===== config.mk =====
export PLATFORM = sky130hd
export DESIGN_NAME = spi_flash_seq
export DESIGN_NICKNAME = d
export VERILOG_FILES = /design/src/rtl/sfseq_pkg.sv /design/src/rtl/sfseq_timer.sv /design/src/rtl/sfseq_bitclk.sv /design/src/rtl/sfseq_shift.sv /design/src/rtl/spi_flash_seq.sv
export SDC_FILE = /design/constraint.sdc
export NUM_CORES = 1
export LEC_CHECK = 0
export BUFFER_PORTS_ARGS = -buffer_cell sky130_fd_sc_hd__buf_2
export CAP_MARGIN = 30
export CORE_ASPECT_RATIO = 1.75
export CORE_UTILIZATION = 53
export CTS_CLUSTER_DIAMETER = 80
export DETAILED_ROUTE_END_ITERATION = 8
export GPL_TIMING_DRIVEN = 0
export PLACE_DENSITY = 0.78
export SYNTH_ARGS = -nofsm -noshare
export SYNTH_HDL_FRONTEND = slang
export SYNTH_SLANG_ARGS = --single-unit
export TNS_END_PERCENT = 50

===== constraint.sdc =====
create_clock -name clk -period 6.4 [get_ports clk]
set_clock_uncertainty 0.2 [all_clocks]
set_input_delay 0.96 -clock clk [delete_from_list [all_inputs] [get_ports clk]]
set_output_delay 0.96 -clock clk [all_outputs]
set_load 0.05 [all_outputs]

===== src/rtl/sfseq_pkg.sv =====
package sfseq_pkg;
  typedef enum logic [3:0] {
    FN_READY    = 4'd0,
    FN_INIT     = 4'd1,
    FN_PWR_ON   = 4'd2,
    FN_PWR_OFF  = 4'd3,
    FN_TRIGGER  = 4'd4,
    FN_CE_LO    = 4'd5,
    FN_CE_HI    = 4'd6,
    FN_WP_LO    = 4'd7,
    FN_WP_HI    = 4'd8,
    FN_READ     = 4'd9,
    FN_WRITE    = 4'd10,
    FN_SET_FREQ = 4'd11
  } fn_e;

  localparam logic [3:0] FN_LAST = 4'd11;

  typedef enum logic [2:0] {
    ST_IDLE, ST_PU_WAIT, ST_SETTLE, ST_PD_WAIT, ST_XFER, ST_DONE
  } st_e;

  typedef enum logic [1:0] {
    XK_PULSE, XK_READ, XK_WRITE
  } xk_e;

  localparam int TRIG_PULSES = 8;
endpackage


===== src/rtl/sfseq_timer.sv =====
module sfseq_timer #(
  parameter int TW = 8
) (
  input  logic          clk,
  input  logic          rst_n,
  input  logic          load,
  input  logic [TW-1:0] load_val,
  output logic          zero
);
  logic [TW-1:0] cnt_q, cnt_d;

  always_comb begin
    cnt_d = cnt_q;
    if (load)              cnt_d = load_val;
    else if (cnt_q != '0)  cnt_d = cnt_q - 1'b1;
  end

  always_ff @(posedge clk or negedge rst_n) begin
    if (!rst_n) cnt_q <= '0;
    else        cnt_q <= cnt_d;
  end

  assign zero = (cnt_q == '0);
endmodule


===== src/rtl/sfseq_bitclk.sv =====
module sfseq_bitclk #(
  parameter int DIVW = 8
) (
  input  logic            clk,
  input  logic            rst_n,
  input  logic            run,
  input  logic [DIVW-1:0] half,
  output logic            hi_phase,
  output logic            rise_evt,
  output logic            bit_end
);
  logic [DIVW-1:0] hc_q, hc_d;
  logic            ph_q, ph_d;
  logic            wrap;

  assign wrap = (hc_q == half - 1'b1);

  always_comb begin
    hc_d = hc_q;
    ph_d = ph_q;
    if (!run) begin
      hc_d = '0;
      ph_d = 1'b0;
    end else if (wrap) begin
      hc_d = '0;
      ph_d = ~ph_q;
    end else begin
      hc_d = hc_q + 1'b1;
    end
  end

  always_ff @(posedge clk or negedge rst_n) begin
    if (!rst_n) begin
      hc_q <= '0;
      ph_q <= 1'b0;
    end else begin
      hc_q <= hc_d;
      ph_q <= ph_d;
    end
  end

  assign hi_phase = ph_q;
  assign rise_evt = run && !ph_q && wrap;
  assign bit_end  = run &&  ph_q && wrap;

  // Every bit opens with its low half.
  assert_bit_starts_low_R10: assert property (@(posedge clk) disable iff (!rst_n)
    !run |=> !hi_phase);
endmodule


===== src/rtl/sfseq_shift.sv =====
module sfseq_shift
  import sfseq_pkg::*;
#(
  parameter int W  = 32,
  parameter int LW = 6
) (
  input  logic          clk,
  input  logic          rst_n,
  input  logic          clear,
  input  logic          start,
  input  xk_e           kind,
  input  logic [W-1:0]  data,
  input  logic [W-1:0]  sel,
  input  logic [LW-1:0] len,
  input  logic          rise_evt,
  input  logic          bit_end,
  input  logic          miso,
  output logic          mosi,
  output logic          last,
  output logic [W-1:0]  result
);
  xk_e           kind_q, kind_d;
  logic [W-1:0]  tx_q, tx_d, sel_q, sel_d, acc_q, acc_d, mask_q, mask_d;
  logic [LW-1:0] cnt_q, cnt_d;

  always_comb begin
    kind_d = kind_q;
    tx_d   = tx_q;
    sel_d  = sel_q;
    acc_d  = acc_q;
    mask_d = mask_q;
    cnt_d  = cnt_q;
    if (clear) begin
      tx_d  = '0;
      sel_d = '0;
    end else if (start) begin
      kind_d = kind;
      case (kind)
        XK_WRITE: begin
          tx_d  = data;
          sel_d = sel;
        end
        XK_READ: begin
          acc_d  = sel;
          mask_d = sel;
          cnt_d  = len;
        end
        default: cnt_d = LW'(TRIG_PULSES);
      endcase
    end else begin
      if (rise_evt && kind_q == XK_READ) acc_d = {acc_q[W-2:0], miso};
      if (bit_end) begin
        if (kind_q == XK_WRITE)  sel_d = sel_q >> 1;
        else if (cnt_q != '0)    cnt_d = cnt_q - 1'b1;
      end
    end
  end

  always_ff @(posedge clk or negedge rst_n) begin
    if (!rst_n) begin
      kind_q <= XK_PULSE;
      tx_q   <= '0;
      sel_q  <= '0;
      acc_q  <= '0;
      mask_q <= '0;
      cnt_q  <= '0;
    end else begin
      kind_q <= kind_d;
      tx_q   <= tx_d;
      sel_q  <= sel_d;
      acc_q  <= acc_d;
      mask_q <= mask_d;
      cnt_q  <= cnt_d;
    end
  end

  assign mosi   = |(tx_q & sel_q);
  assign last   = (kind_q == XK_WRITE) ? (sel_q[W-1:1] == '0) : (cnt_q <= LW'(1));
  assign result = acc_q & mask_q;
endmodule


===== src/rtl/spi_flash_seq.sv =====
module spi_flash_seq
  import sfseq_pkg::*;
#(
  parameter  int W          = 32,
  parameter  int DIVW       = 8,
  parameter  int N_SCLK     = 4,
  parameter  int FAST_HALF  = 2,
  parameter  int DEF_HALF   = 4,
  parameter  int PWRUP_CYC  = 1000000,
  parameter  int SETTLE_CYC = 100000,
  parameter  int PWRDN_CYC  = 5000000,
  localparam int LW         = $clog2(W + 1)
) (
  input  logic              clk,
  input  logic              rst_n,
  input  logic              cmd_valid,
  input  logic [3:0]        cmd_func,
  input  logic [W-1:0]      cmd_word,
  input  logic [W-1:0]      cmd_sel,
  input  logic [LW-1:0]     cmd_len,
  input  logic              spi_mode3,
  output logic [3:0]        func_state,
  output logic [W-1:0]      rd_data,
  output logic              pwr_sw_n_o,
  output logic              pwr_sw_n_oe,
  output logic              cs_n_o,
  output logic              cs_n_oe,
  output logic [N_SCLK-1:0] sclk_o,
  output logic [N_SCLK-1:0] sclk_oe,
  output logic              mosi_o,
  output logic              mosi_oe,
  input  logic              miso_i,
  output logic              wp_n_o,
  output logic              wp_n_oe,
  output logic              hold_n_o,
  output logic              hold_n_oe
);
  localparam int MAX_AB = (PWRUP_CYC > SETTLE_CYC) ? PWRUP_CYC : SETTLE_CYC;
  localparam int MAX_C  = (MAX_AB > PWRDN_CYC) ? MAX_AB : PWRDN_CYC;
  localparam int TW     = $clog2(MAX_C + 1);

  // reset: asserted asynchronously, released on a clock edge
  logic rst_meta_q, rst_s;
  always_ff @(posedge clk or negedge rst_n) begin
    if (!rst_n) begin
      rst_meta_q <= 1'b0;
      rst_s      <= 1'b0;
    end else begin
      rst_meta_q <= 1'b1;
      rst_s      <= rst_meta_q;
    end
  end

  logic [3:0]      func_q, func_d;
  st_e             st_q, st_d;
  logic            sup_on_q, sup_on_d, bus_en_q, bus_en_d;
  logic            cs_act_q, cs_act_d, wp_low_q, wp_low_d, hold_hi_q, hold_hi_d;
  logic [DIVW-1:0] half_q, half_d;
  logic [W-1:0]    rd_q, rd_d;

  logic            tmr_load, tmr_zero;
  logic [TW-1:0]   tmr_val;
  logic            sh_start, sh_clear, sh_mosi, sh_last;
  xk_e             sh_kind;
  logic [W-1:0]    sh_result;
  logic            run, hi_phase, rise_evt, bit_end, fast;

  assign run = (st_q == ST_XFER);

  sfseq_timer #(.TW(TW)) u_timer (
    .clk(clk), .rst_n(rst_s), .load(tmr_load), .load_val(tmr_val), .zero(tmr_zero)
  );

  sfseq_bitclk #(.DIVW(DIVW)) u_bitclk (
    .clk(clk), .rst_n(rst_s), .run(run), .half(half_q),
    .hi_phase(hi_phase), .rise_evt(rise_evt), .bit_end(bit_end)
  );

  sfseq_shift #(.W(W), .LW(LW)) u_shift (
    .clk(clk), .rst_n(rst_s), .clear(sh_clear), .start(sh_start), .kind(sh_kind),
    .data(cmd_word), .sel(cmd_sel), .len(cmd_len),
    .rise_evt(rise_evt), .bit_end(bit_end), .miso(miso_i),
    .mosi(sh_mosi), .last(sh_last), .result(sh_result)
  );

  always_comb begin
    func_d    = func_q;
    st_d      = st_q;
    sup_on_d  = sup_on_q;
    bus_en_d  = bus_en_q;
    cs_act_d  = cs_act_q;
    wp_low_d  = wp_low_q;
    hold_hi_d = hold_hi_q;
    half_d    = half_q;
    rd_d      = rd_q;
    tmr_load  = 1'b0;
    tmr_val   = '0;
    sh_start  = 1'b0;
    sh_clear  = 1'b0;
    sh_kind   = XK_PULSE;
    case (st_q)
      ST_IDLE: begin
        if (cmd_valid && cmd_func != 4'd0 && cmd_func <= FN_LAST) begin
          func_d = cmd_func;
          st_d   = ST_DONE;
          case (fn_e'(cmd_func))
            FN_INIT: begin
              bus_en_d  = 1'b0;
              cs_act_d  = 1'b0;
              wp_low_d  = 1'b0;
              hold_hi_d = 1'b1;
              sh_clear  = 1'b1;
            end
            FN_PWR_ON: begin
              if (!bus_en_q && !sup_on_q) begin
                sup_on_d = 1'b1;
                tmr_load = 1'b1;
                tmr_val  = TW'(PWRUP_CYC);
                st_d     = ST_PU_WAIT;
              end
            end
            FN_PWR_OFF: begin
              sup_on_d = 1'b0;
              bus_en_d = 1'b0;
              cs_act_d = 1'b0;
              tmr_load = 1'b1;
              tmr_val  = TW'(PWRDN_CYC);
              st_d     = ST_PD_WAIT;
            end
            FN_TRIGGER: begin
              cs_act_d = 1'b0;
              sh_start = 1'b1;
              sh_kind  = XK_PULSE;
              st_d     = ST_XFER;
            end
            FN_CE_LO: cs_act_d = 1'b1;
            FN_CE_HI: cs_act_d = 1'b0;
            FN_WP_LO: wp_low_d = 1'b1;
            FN_WP_HI: wp_low_d = 1'b0;
            FN_READ: begin
              if (cmd_len == '0) begin
                rd_d = cmd_sel;
              end else begin
                sh_start = 1'b1;
                sh_kind  = XK_READ;
                st_d     = ST_XFER;
              end
            end
            FN_WRITE: begin
              if (cmd_sel != '0) begin
                sh_start = 1'b1;
                sh_kind  = XK_WRITE;
                st_d     = ST_XFER;
              end
            end
            FN_SET_FREQ: begin
              half_d = (cmd_word[DIVW-1:0] == '0) ? DIVW'(1) : cmd_word[DIVW-1:0];
            end
            default: ;
          endcase
        end
      end
      ST_PU_WAIT: begin
        if (tmr_zero) begin
          bus_en_d = 1'b1;
          tmr_load = 1'b1;
          tmr_val  = TW'(SETTLE_CYC);
          st_d     = ST_SETTLE;
        end
      end
      ST_SETTLE:  if (tmr_zero) st_d = ST_DONE;
      ST_PD_WAIT: if (tmr_zero) st_d = ST_DONE;
      ST_XFER: begin
        if (bit_end && sh_last) begin
          st_d = ST_DONE;
          if (func_q == FN_READ) rd_d = sh_result;
        end
      end
      ST_DONE: begin
        func_d = 4'd0;
        st_d   = ST_IDLE;
      end
      default: st_d = ST_IDLE;
    endcase
  end

  always_ff @(posedge clk or negedge rst_s) begin
    if (!rst_s) begin
      func_q    <= 4'd0;
      st_q      <= ST_IDLE;
      sup_on_q  <= 1'b0;
      bus_en_q  <= 1'b0;
      cs_act_q  <= 1'b0;
      wp_low_q  <= 1'b0;
      hold_hi_q <= 1'b0;
      half_q    <= DIVW'(DEF_HALF);
      rd_q      <= '0;
    end else begin
      func_q    <= func_d;
      st_q      <= st_d;
      sup_on_q  <= sup_on_d;
      bus_en_q  <= bus_en_d;
      cs_act_q  <= cs_act_d;
      wp_low_q  <= wp_low_d;
      hold_hi_q <= hold_hi_d;
      half_q    <= half_d;
      rd_q      <= rd_d;
    end
  end

  // pin drive
  assign fast        = (half_q < DIVW'(FAST_HALF));
  assign func_state  = func_q;
  assign rd_data     = rd_q;
  assign pwr_sw_n_o  = 1'b0;
  assign pwr_sw_n_oe = sup_on_q;
  assign cs_n_o      = 1'b0;
  assign cs_n_oe     = bus_en_q & cs_act_q;
  assign mosi_o      = sh_mosi;
  assign mosi_oe     = bus_en_q;
  assign wp_n_o      = ~wp_low_q;
  assign wp_n_oe     = bus_en_q;
  assign hold_n_o    = hold_hi_q;
  assign hold_n_oe   = bus_en_q;

  for (genvar g = 0; g < N_SCLK; g++) begin : g_sclk
    assign sclk_o[g]  = run ? hi_phase : spi_mode3;
    assign sclk_oe[g] = bus_en_q & ((g == 0) | ~fast);
  end

  // Bus drivers only run on a powered target.
  assert_bus_needs_supply_R4: assert property (@(posedge clk) disable iff (!rst_s)
    mosi_oe |-> pwr_sw_n_oe);

  // CE# is pulled low or released, never driven high.
  assert_cs_never_high_R6: assert property (@(posedge clk) disable iff (!rst_s)
    cs_n_oe |-> !cs_n_o);

  // A busy function register holds its code.
  assert_busy_holds_R2: assert property (@(posedge clk) disable iff (!rst_s)
    (func_q != 4'd0 && st_q != ST_DONE) |=> func_q == $past(func_q));

  // At high rates at most one SCLK driver is enabled.
  assert_fast_single_sclk_R11: assert property (@(posedge clk) disable iff (!rst_s)
    fast |-> $countones(sclk_oe) <= 1);

  // The trigger burst runs with CE# released.
  assert_trigger_cs_free_R12: assert property (@(posedge clk) disable iff (!rst_s)
    (func_q == FN_TRIGGER && run) |-> !cs_n_oe);

  // Power-off takes the supply switch off in the cycle after it is accepted.
  assert_pwroff_releases_R5: assert property (@(posedge clk) disable iff (!rst_s)
    (st_q == ST_PD_WAIT) |-> !pwr_sw_n_oe && !mosi_oe);
endmodule


# Yosys cells after proc, flatten, opt, wreduce, memory -nomap -nowiden
# Index checks and enable logic that the tools add are counted.
dict set report totals {
  word_cells 199
  out_inout_bits 54
  input_bits 79
  register_bits 222
}
dict set report classes {
  bitwise_logic 8
  n_reduce_logical 55
  n_eq_ne 36
  order_cmp 3
  n_addsub 4
  n_mux 73
}
# cell count
set ops {}
lappend ops {{2-to-1 mux 32 bit} 16}
lappend ops {{case mux 23 bit (2 select lines)} 2}
lappend ops {{2-to-1 mux 23 bit} 3}
lappend ops {{AND 32 bit} 2}
lappend ops {{case mux 32 bit (2 select lines)} 1}
lappend ops {{nonzero test 32 bit} 1}
lappend ops {{OR reduction 32 bit} 1}
lappend ops {{logical NOT 31 bit} 1}
lappend ops {{2-to-1 mux 6 bit} 4}
lappend ops {{2-to-1 mux 8 bit} 3}
lappend ops {{nonzero test 2 bit} 12}
lappend ops {{logical NOT 23 bit} 1}
lappend ops {{nonzero test 23 bit} 1}
lappend ops {{subtractor 23 x 1 -> 23 bit (second input constant)} 1}
lappend ops {{2-to-1 mux 1 bit} 21}
lappend ops {{AND reduction 3 bit} 7}
lappend ops {{equality test 4 bit (second input constant)} 5}
lappend ops {{2-to-1 mux 20 bit} 1}
lappend ops {{2-to-1 mux 17 bit} 1}
lappend ops {{equality test 4 x 3 -> 1 bit (second input constant)} 4}
lappend ops {{2-to-1 mux 3 bit} 5}
lappend ops {{case mux 3 bit (5 select lines)} 1}
lappend ops {{!= test 2 bit (second input constant)} 7}
lappend ops {{!= test 2 x 1 -> 1 bit (second input constant)} 6}
lappend ops {{39 further kinds} 72}

# Depth between registers and ports, before layout
# Gate-level depths: netlist of the first run.
dict set report logic_depth {
  ltp_word 9
  ltp_mapped 11
  depth_no_buf 9
}

# Modules after synthesis
# Synthesis of the first run repeated with hierarchy kept, for this count alone.
dict set report hier_totals {
  hier_cells 1028
  hier_area_um2 11461.0
}
# module area_each_um2 cells_each seq_area_each_um2 instances
set by_module_without_submodules {}
lappend by_module_without_submodules {sfseq_shift 6457.4 551 3403.3 1}
lappend by_module_without_submodules {spi_flash_seq 2971.6 256 1352.5 1}
lappend by_module_without_submodules {sfseq_timer 1301.2 143 575.6 1}
lappend by_module_without_submodules {sfseq_bitclk 730.7 78 225.2 1}

# Worst setup path after synthesis of the first run
# OpenSTA, ideal clock, no wires.
dict set report synth_timing {
  path_type {register to output}
  from {register st_q[2]}
  to {output port sclk_o[1]}
  required_ps 5240
  stages_incl_launch_ff 8
  arrival_time_ps 2739
  n_path_buf 4
  setup_slack_ps 2501
  cell_sequence {dfrtp_1 buf_2 inv_1 nor3_2 clkbuf_1 clkbuf_1 o21ai_0 buf_4}
}
dict set report synth_between {
  elab_chain_len 2
}
# element line
set synth_rtl {}
lappend synth_rtl {{start: declaration} spi_flash_seq.sv:55} ;# st_e st_q, st_d;
lappend synth_rtl {{start signal: assignment} spi_flash_seq.sv:200} ;# st_q <= st_d;
lappend synth_rtl {{equality test 3 bit} spi_flash_seq.sv:68} ;# assign run = (st_q == ST_XFER);
lappend synth_rtl {{2-to-1 mux 1 bit} --}
lappend synth_rtl {{end: declaration} spi_flash_seq.sv:28} ;# output logic [N_SCLK-1:0] sclk_o,
# Every way passes these cells.

# Final worst setup path of the first run
dict set report layout_timing {
  from {register st_q[2]}
  to {output port sclk_o[3]}
}
dict set report layout_between {
  elab_chain_len 2
}
# element line
set layout_rtl {}
lappend layout_rtl {{equality test 3 bit} spi_flash_seq.sv:68}
lappend layout_rtl {{2-to-1 mux 1 bit} spi_flash_seq.sv:227} ;# assign sclk_o[g] = run ? hi_phase : spi_mode3;
# Every way passes these cells.

==> results.txt, run 1 <==
Status -> finished, final reports clean
Num CTS Buffers -> 22
Core area -> 20900 um^2
Share of cells above drive strength 1 -> 21.9%
Wire length per cell -> 20.1 um
Largest net degree at the start of global routing -> 68
Critical path required time -> 5.24 ns
#FFs+latches synth -> 222
R2r startpoint -> st_q[2]
# rows -> 70
Critical path peak fanout -> 10
Vias/cell -> 6.23
Part of the cycle the worst path needs -> 75.4%
Slew margin rel. -> 36.6%
H-tree depth -> 1
Min cycle time layout -> 4.83 ns
Final ANT Viol Nets -> 0
Total GRT Usage -> 31.0%
Post-synth cell types -> 69
Critical Path End Type -> output port
Detailed Route WL -> 33500 um
Synthesis Warnings -> 0
DIE AREA -> 22000 um^2
Nets -> 1482
Multi-input gate area -> 5340 um^2
Clock sink count -> 222
Final setup viols -> 0
Pwr Density -> 378 nW/um^2
Residual DRC -> 0
Achievable Freq -> 0.207 GHz
Pre-antenna DRT Iters -> 7
First-pass GRT wire length -> 53700 um
Async SR Flop Fraction -> 100%
Initial antenna violation count -> 2
Post-Syn Area -> 11300 um^2
Dpl hpwl -> 24600 um
Worst-skew pair later-pin latency -> 0.52 ns
Initial Util -> 54.2%
Part of the Yosys area used for sequential elements -> 49.0%
R2R Setup Slk -> 2.73 ns
Reg2reg end -> rd_data[4]
Worst reg-to-reg path cell count -> 10
End point of the critical path -> sclk_o[3]
# IOs -> 133
P_leak -> 0.00641 uW
Post-Syn Instances -> 1239
Crit path kind -> flop to output port
Max rail drop VDD -> 0.267 mV
Setup WS pre-CTS -> 2.16 ns
Storage cell area -> 5560 um^2
Hold_ws -> 0.0157 ns
Worst setup SP type -> flop
Hold/Removal Path Class -> primary input to async pin
Grt ovf -> 0
RD Place Congestion -> 0.906
RSZ-0062 raised after global routing -> false
CTS root buffer -> clkbuf_16
Clock slew at reported path FFs -> 0.07 ns
Fin. max-slew vios -> 0
Total number of vias -> 10.4k
Hold_buf cts -> 0
DR iter-0 viols -> 930
DIE HEIGHT -> 196 um
Main synth FF type -> dfrtp_1
Worst Tran Pin Value -> 0.946 ns
Power Total -> 4960 uW
Setup TNS -> 0 ns
Crit path from -> st_q[2]
# Max-Cap Violations -> 0
CTS max path bufs -> 3
PostCTS Resize Cnt -> 0
Buffer count from post-CTS setup fixing -> 0
Syn-to-layout area delta -> 15.5%
TritonCTS clock tree -> done
Final core utilization -> 62.6%
Hold Fails Final Rpt -> 0
Vias in the first global route -> 10.4k
EDFF count, synth -> 0
Filler Cell Count -> 1755
Die X -> 113 um
Worst setup margin -> 1.57 ns
Crit path DAT -> 3.67 ns
Mapped Avg Cell Area -> 9.15 um^2
Port Buffers -> 130
-- where the power goes --
part | switching, uW | internal, uW
registers | 384 | 1740
clock network | 558 | 722
logic | 948 | 604
total | 1890 | 3070
-- flip-flops by register name, indices dropped and copies added, names as in the netlist, 2 cells and up --
| register | count |
|---|---|
| rd_data | 32 |
| u_shift.acc_q | 32 |
| u_shift.mask_q | 32 |
| u_shift.sel_q | 32 |
| u_shift.tx_q | 32 |
| u_timer.cnt_q | 23 |
| half_q | 8 |
| u_bitclk.hc_q | 8 |
| u_shift.cnt_q | 6 |
| func_state | 4 |
| st_q | 3 |
| u_shift.kind_q | 2 |
-- synthesized netlist by cell type (4+ instances only) --
library cell / number / share of area [%]
o211ai_1: 4 / 0.26
nand3_1: 16 / 0.71
inv_1: 21 / 0.70
nor2_1: 113 / 3.7
a22oi_1: 13 / 0.86
mux2_2: 39 / 3.9
nand4_1: 9 / 0.50
a21oi_1: 82 / 3.6
and3_1: 8 / 0.44
buf_4: 10 / 0.66
nor2b_1: 5 / 0.28
ha_1: 5 / 0.55
xor2_1: 9 / 0.70
a22o_1: 34 / 2.6
o22ai_1: 5 / 0.28
o31ai_1: 4 / 0.26
o21ai_0: 18 / 0.79
buf_2: 11 / 0.49
a32oi_1: 6 / 0.46
nor3_1: 13 / 0.57
nor4_1: 26 / 1.4
o21a_1: 4 / 0.26
o221a_2: 63 / 6.3
and2_1: 7 / 0.39
nand2b_1: 4 / 0.22
xnor2_1: 21 / 1.6
a31oi_1: 8 / 0.44
clkbuf_1: 61 / 2.0
dfrtp_1: 221 / 49
or4_1: 8 / 0.53
nand2_1: 334 / 11
-- critical path: stages (launching register included) --
cell	delay, ns
dfrtp_1	0.34
buf_2	0.22
inv_1	0.11
nor3_2	0.72
clkbuf_1	0.51
clkbuf_1	0.56
o21ai_0	0.29
buf_4	0.19
buf_2	0.20
-- worst min path at each step --
stage,startpoint,endpoint,slack [ns],depth (start not counted)
after floorplan,rst_meta_q,rst_s,0.13,0
after global placement,rst_meta_q,rst_s,0.14,0
after detailed placement,rst_meta_q,rst_s,0.15,0
after CTS,rst_n,rst_s,0.009,1
after global routing,rst_n,rst_s,0.002,1
final,rst_n,rst_s,0.02,1
-- logic make-up (layout without fill, tap and decap cells) --
group | Yosys count | in the layout | share of synthesized area (%)
buffers and inverters | 104 | 275 | 3.96
XOR/XNOR | 30 | 30 | 2.32
adder cells (fa/ha/maj) | 5 | 5 | 0.552
AO/OA/AOI/OAI | 268 | 268 | 18.2
multiplexers | 40 | 40 | 3.96
AND/OR/NAND/NOR | 568 | 568 | 22.0
flip-flops | 222 | 222 | 49.0
other | 2 | 4 | 0.0662
-- layer usage --
| layer | share of wire, % | up-vias | global-route usage [%] |
|---|---|---|---|
| met2 | 53 | 447 | 56.2 |
| met5 | 0.033 | - | 0 |
| met3 | 5.3 | 135 | 4.03 |
| met1 | 36 | 5065 | 34.2 |
| li1 | - | 4711 | - |
| met4 | 6.0 | 2 | 18.9 |
-- cell type report --
| type | count | area share (%) |
|---|---|---|
| multi-input combinational | 914 | 40.8 |
| timing repair buffer | 134 | 5.65 |
| antenna | 1 | 0.0191 |
| sequential | 222 | 42.4 |
| clock inverter | 6 | 0.535 |
| inverter | 21 | 0.602 |
| clock buffer | 31 | 4.77 |
| tap | 252 | 2.41 |
| buffer | 83 | 2.83 |
-- per-stage QoR --
stage                     cell area (um^2)  std cells
after floorplan                      11300       1240
after global placement               12300       1622
after detailed placement             12400       1626
after CTS                            13100       1663
after global routing                 13100       1664
final                                13100       1664
-- layout by cell type (no fill, tap or decap), drive strengths merged, types with 5 or more instances in the layout --
master  synthesis  final
and3            8      8
a31oi           8      8
o221a          63     63
o21ai          22     22
nand2         334    334
nand4           9      9
nor4           30     30
nor2          113    113
a21oi          82     82
clkbuf         61     92
nand3          16     16
mux2           39     39
ha              5      5
a22oi          13     13
nor2b           5      5
xnor2          21     21
buf            22    156
and2            7      7
inv            21     22
xor2            9      9
a22o           34     34
dfrtp         221    221
o22ai           5      5
or4            11     11
nor3           14     14
a32oi           6      6
(Power assumes the default switching activity.)
==> run 2: changes to the inputs <==
Settings changed: CORE_UTILIZATION 53 to 59, PLACE_DENSITY 0.78 to 0.83.
Clock period 6.4 ns to 4.7 ns, I/O delays scaled along.
==> run 2 against run 1 <==
Routed wire length decreased by 2.5%. Utilization increased by 7.3 points. Setup slack worse by 1.4 ns. Via count fell by 0.58%. Final area hardly changed. Hold slack improved by 0.13 ns. Register-to-register slack got worse by 1.7 ns. Largest cell class unchanged. Highest routed layer is now met4.
==> results.txt, run 2 (synthesis gave the netlist of run 1 again) <==
Status -> finished, final reports clean
Crit path kind -> flop to output port
Largest net degree at the start of global routing -> 71 (+4.4%)
Power Total -> 6780 uW (+37%)
PostCTS Resize Cnt -> 0 (unchanged)
Worst setup SP type -> flop
# placed instances -> 1612 (-0.86%)
Min cycle time layout -> 4.50 ns
TritonCTS clock tree -> done
Psw -> 2550 uW (+35%)
P_int -> 4230 uW (+38%)
Nets -> 1482 (unchanged)
Switching Share -> 37.7% (-0.45 points)
DIE HEIGHT -> 185 um (-5.2%)
Critical Path End Type -> output port
Setup WS pre-CTS -> 0.793 ns (-1.37 ns)
Clock sink count -> 222 (unchanged)
RD Place Congestion -> 0.928 (+2.5%)
Hold Fails Final Rpt -> 0 (unchanged)
Dpl hpwl -> 24300 um (-1.4%)
Residual DRC -> 0 (unchanged)
# Max-Cap Violations -> 0 (unchanged)
# rows -> 66 (-5.7%)
Commonest non-fill, non-tap cells in the layout -> 334 x nand2_1, 220 x dfrtp_1, 141 x buf_2
Num CTS Buffers -> 21 (-4.5%)
Vias in the first global route -> 10.5k (+1.2%)
Final setup viols -> 0 (unchanged)
Fin. max-slew vios -> 0 (unchanged)
P_leak -> 0.00643 uW (+0.26%)
Pre-antenna DRT Iters -> 7 (unchanged)
Worst Tran Pin Value -> 0.947 ns (+0.000804 ns)
CTS max path bufs -> 3 (unchanged)
Final ANT Viol Nets -> 0 (unchanged)
Slew margin rel. -> 36.6% (-0.054 points)
Achievable Freq -> 0.222 GHz
Diodes inserted -> 0 (-1)
Clock Power Share -> 26.3% (+0.5 points)
Commonest non-fill, non-tap cell in the layout -> nand2_1
Worst-skew pair later-pin latency -> 0.50 ns (-0.02 ns)
Final core utilization -> 69.9% (+7.3 points)
Total GRT Usage -> 33.9% (+2.8 points)
H-tree depth -> 1 (unchanged)
Flop pwr share -> 42.6% (-0.3 points)
RSZ-0062 raised after global routing -> false
# IOs -> 133 (unchanged)
Max rail drop VDD -> 0.451 mV (+69%)
Grt ovf -> 0 (unchanged)
Vias/cell -> 6.24 (+0.26%)
Hold/Removal Path Class -> flop to async pin
Worst reg-to-reg path cell count -> 10 (unchanged)
Hold_ws -> 0.149 ns (+0.133 ns)
Initial Util -> 60.5% (+6.3 points)
Detailed Route WL -> 32700 um (-2.5%)
Comb pwr share -> 31.1% (-0.2 points)
DIE AREA -> 19800 um^2 (-10%)
CTS root buffer -> clkbuf_16
Core area -> 18700 um^2 (-10%)
Syn-to-layout area delta -> 15.6% (about the same)
Hold_buf cts -> 1 (+1)
Wire length per cell -> 19.8 um (-1.7%)
Pwr Density -> 517 nW/um^2 (+37%)
Part of the cycle the worst path needs -> 95.8%
Share of cells above drive strength 1 -> 22.2% (+0.27 points)
Worst setup margin -> 0.199 ns (-1.38 ns)
DR iter-0 viols -> 736 (-21%)
Layout Cells excl Fill -> 1650 (-0.84%)
Initial antenna violation count -> 0 (-2)
Clock slew at reported path FFs -> 0.07 ns (about the same)
Crit path DAT -> 3.60 ns (-0.07 ns)
Critical path peak fanout -> 10 (unchanged)
Port Buffers -> 130 (unchanged)
Buffer count from post-CTS setup fixing -> 0 (unchanged)
First-pass GRT wire length -> 52500 um (-2.2%)
Total number of vias -> 10.3k (-0.58%)
Critical path required time -> 3.80 ns (-1.44 ns)
Die X -> 107 um (-5.1%)
## run 2: per-layer routing
layer	routed length (um)	up-vias	track usage, %	part of all wire [%]
li1	-	4695	-	-
met1	11700	5009	38.3	36
met2	17100	463	60.5	52
met3	1930	133	3.80	5.9
met4	1960	0	20.7	6.0
met5	0	-	0	0
## run 2: through the flow
step	cell area, um^2	setup TNS (ns)
floorplan	11300	0
global placement	12300	-93.83
detailed placement	12400	0
CTS	13100	0
global route	13100	0
finish	13100	0
## run 2: power by group through the flow
| stage | sequential [uW] | clock [uW] | combinational [uW] |
|---|---|---|---|
| global route | 2930 | 1870 | 2290 |
| CTS | 2860 | 1790 | 2100 |
| floorplan | 3080 | 0 | 1290 |
| detailed placement | 2890 | 0 | 2090 |
| global placement | 2900 | 0 | 1980 |
| finish | 2890 | 1780 | 2110 |
## run 2: path summary, 6_finish.rpt
check	from	to	slack, ns
worst max-delay path	st_q[2]	sclk_o[2]	0.20
worst min-delay path	rst_s	rd_data[7]	0.15
worst max register to register	st_q[2]	rd_data[7]	1.02
worst min register to register	rst_s	rd_data[7]	0.15
max in group asynchronous	rst_s	half_q[2]	2.72
min in group clk	rst_meta_q	rst_s	0.17
## run 2: layout make-up
class	instances	area [um^2]
inverter	21	78.8
buffer	83	370
tap	238	298
timing repair buffer	135	751
clock inverter	12	138
sequential	222	5560
clock buffer	25	571
multi-input combinational	914	5340
fill	1469	5640
## run 2: worst max-delay path, cell delays in order, from the launching register on
cell and delay, ns:
dfrtp_1 0.34, buf_2 0.21, inv_1 0.10, nor3_2 0.72, clkbuf_1 0.54, clkbuf_1 0.53, o21ai_0 0.27, buf_4 0.19
buf_2 0.20
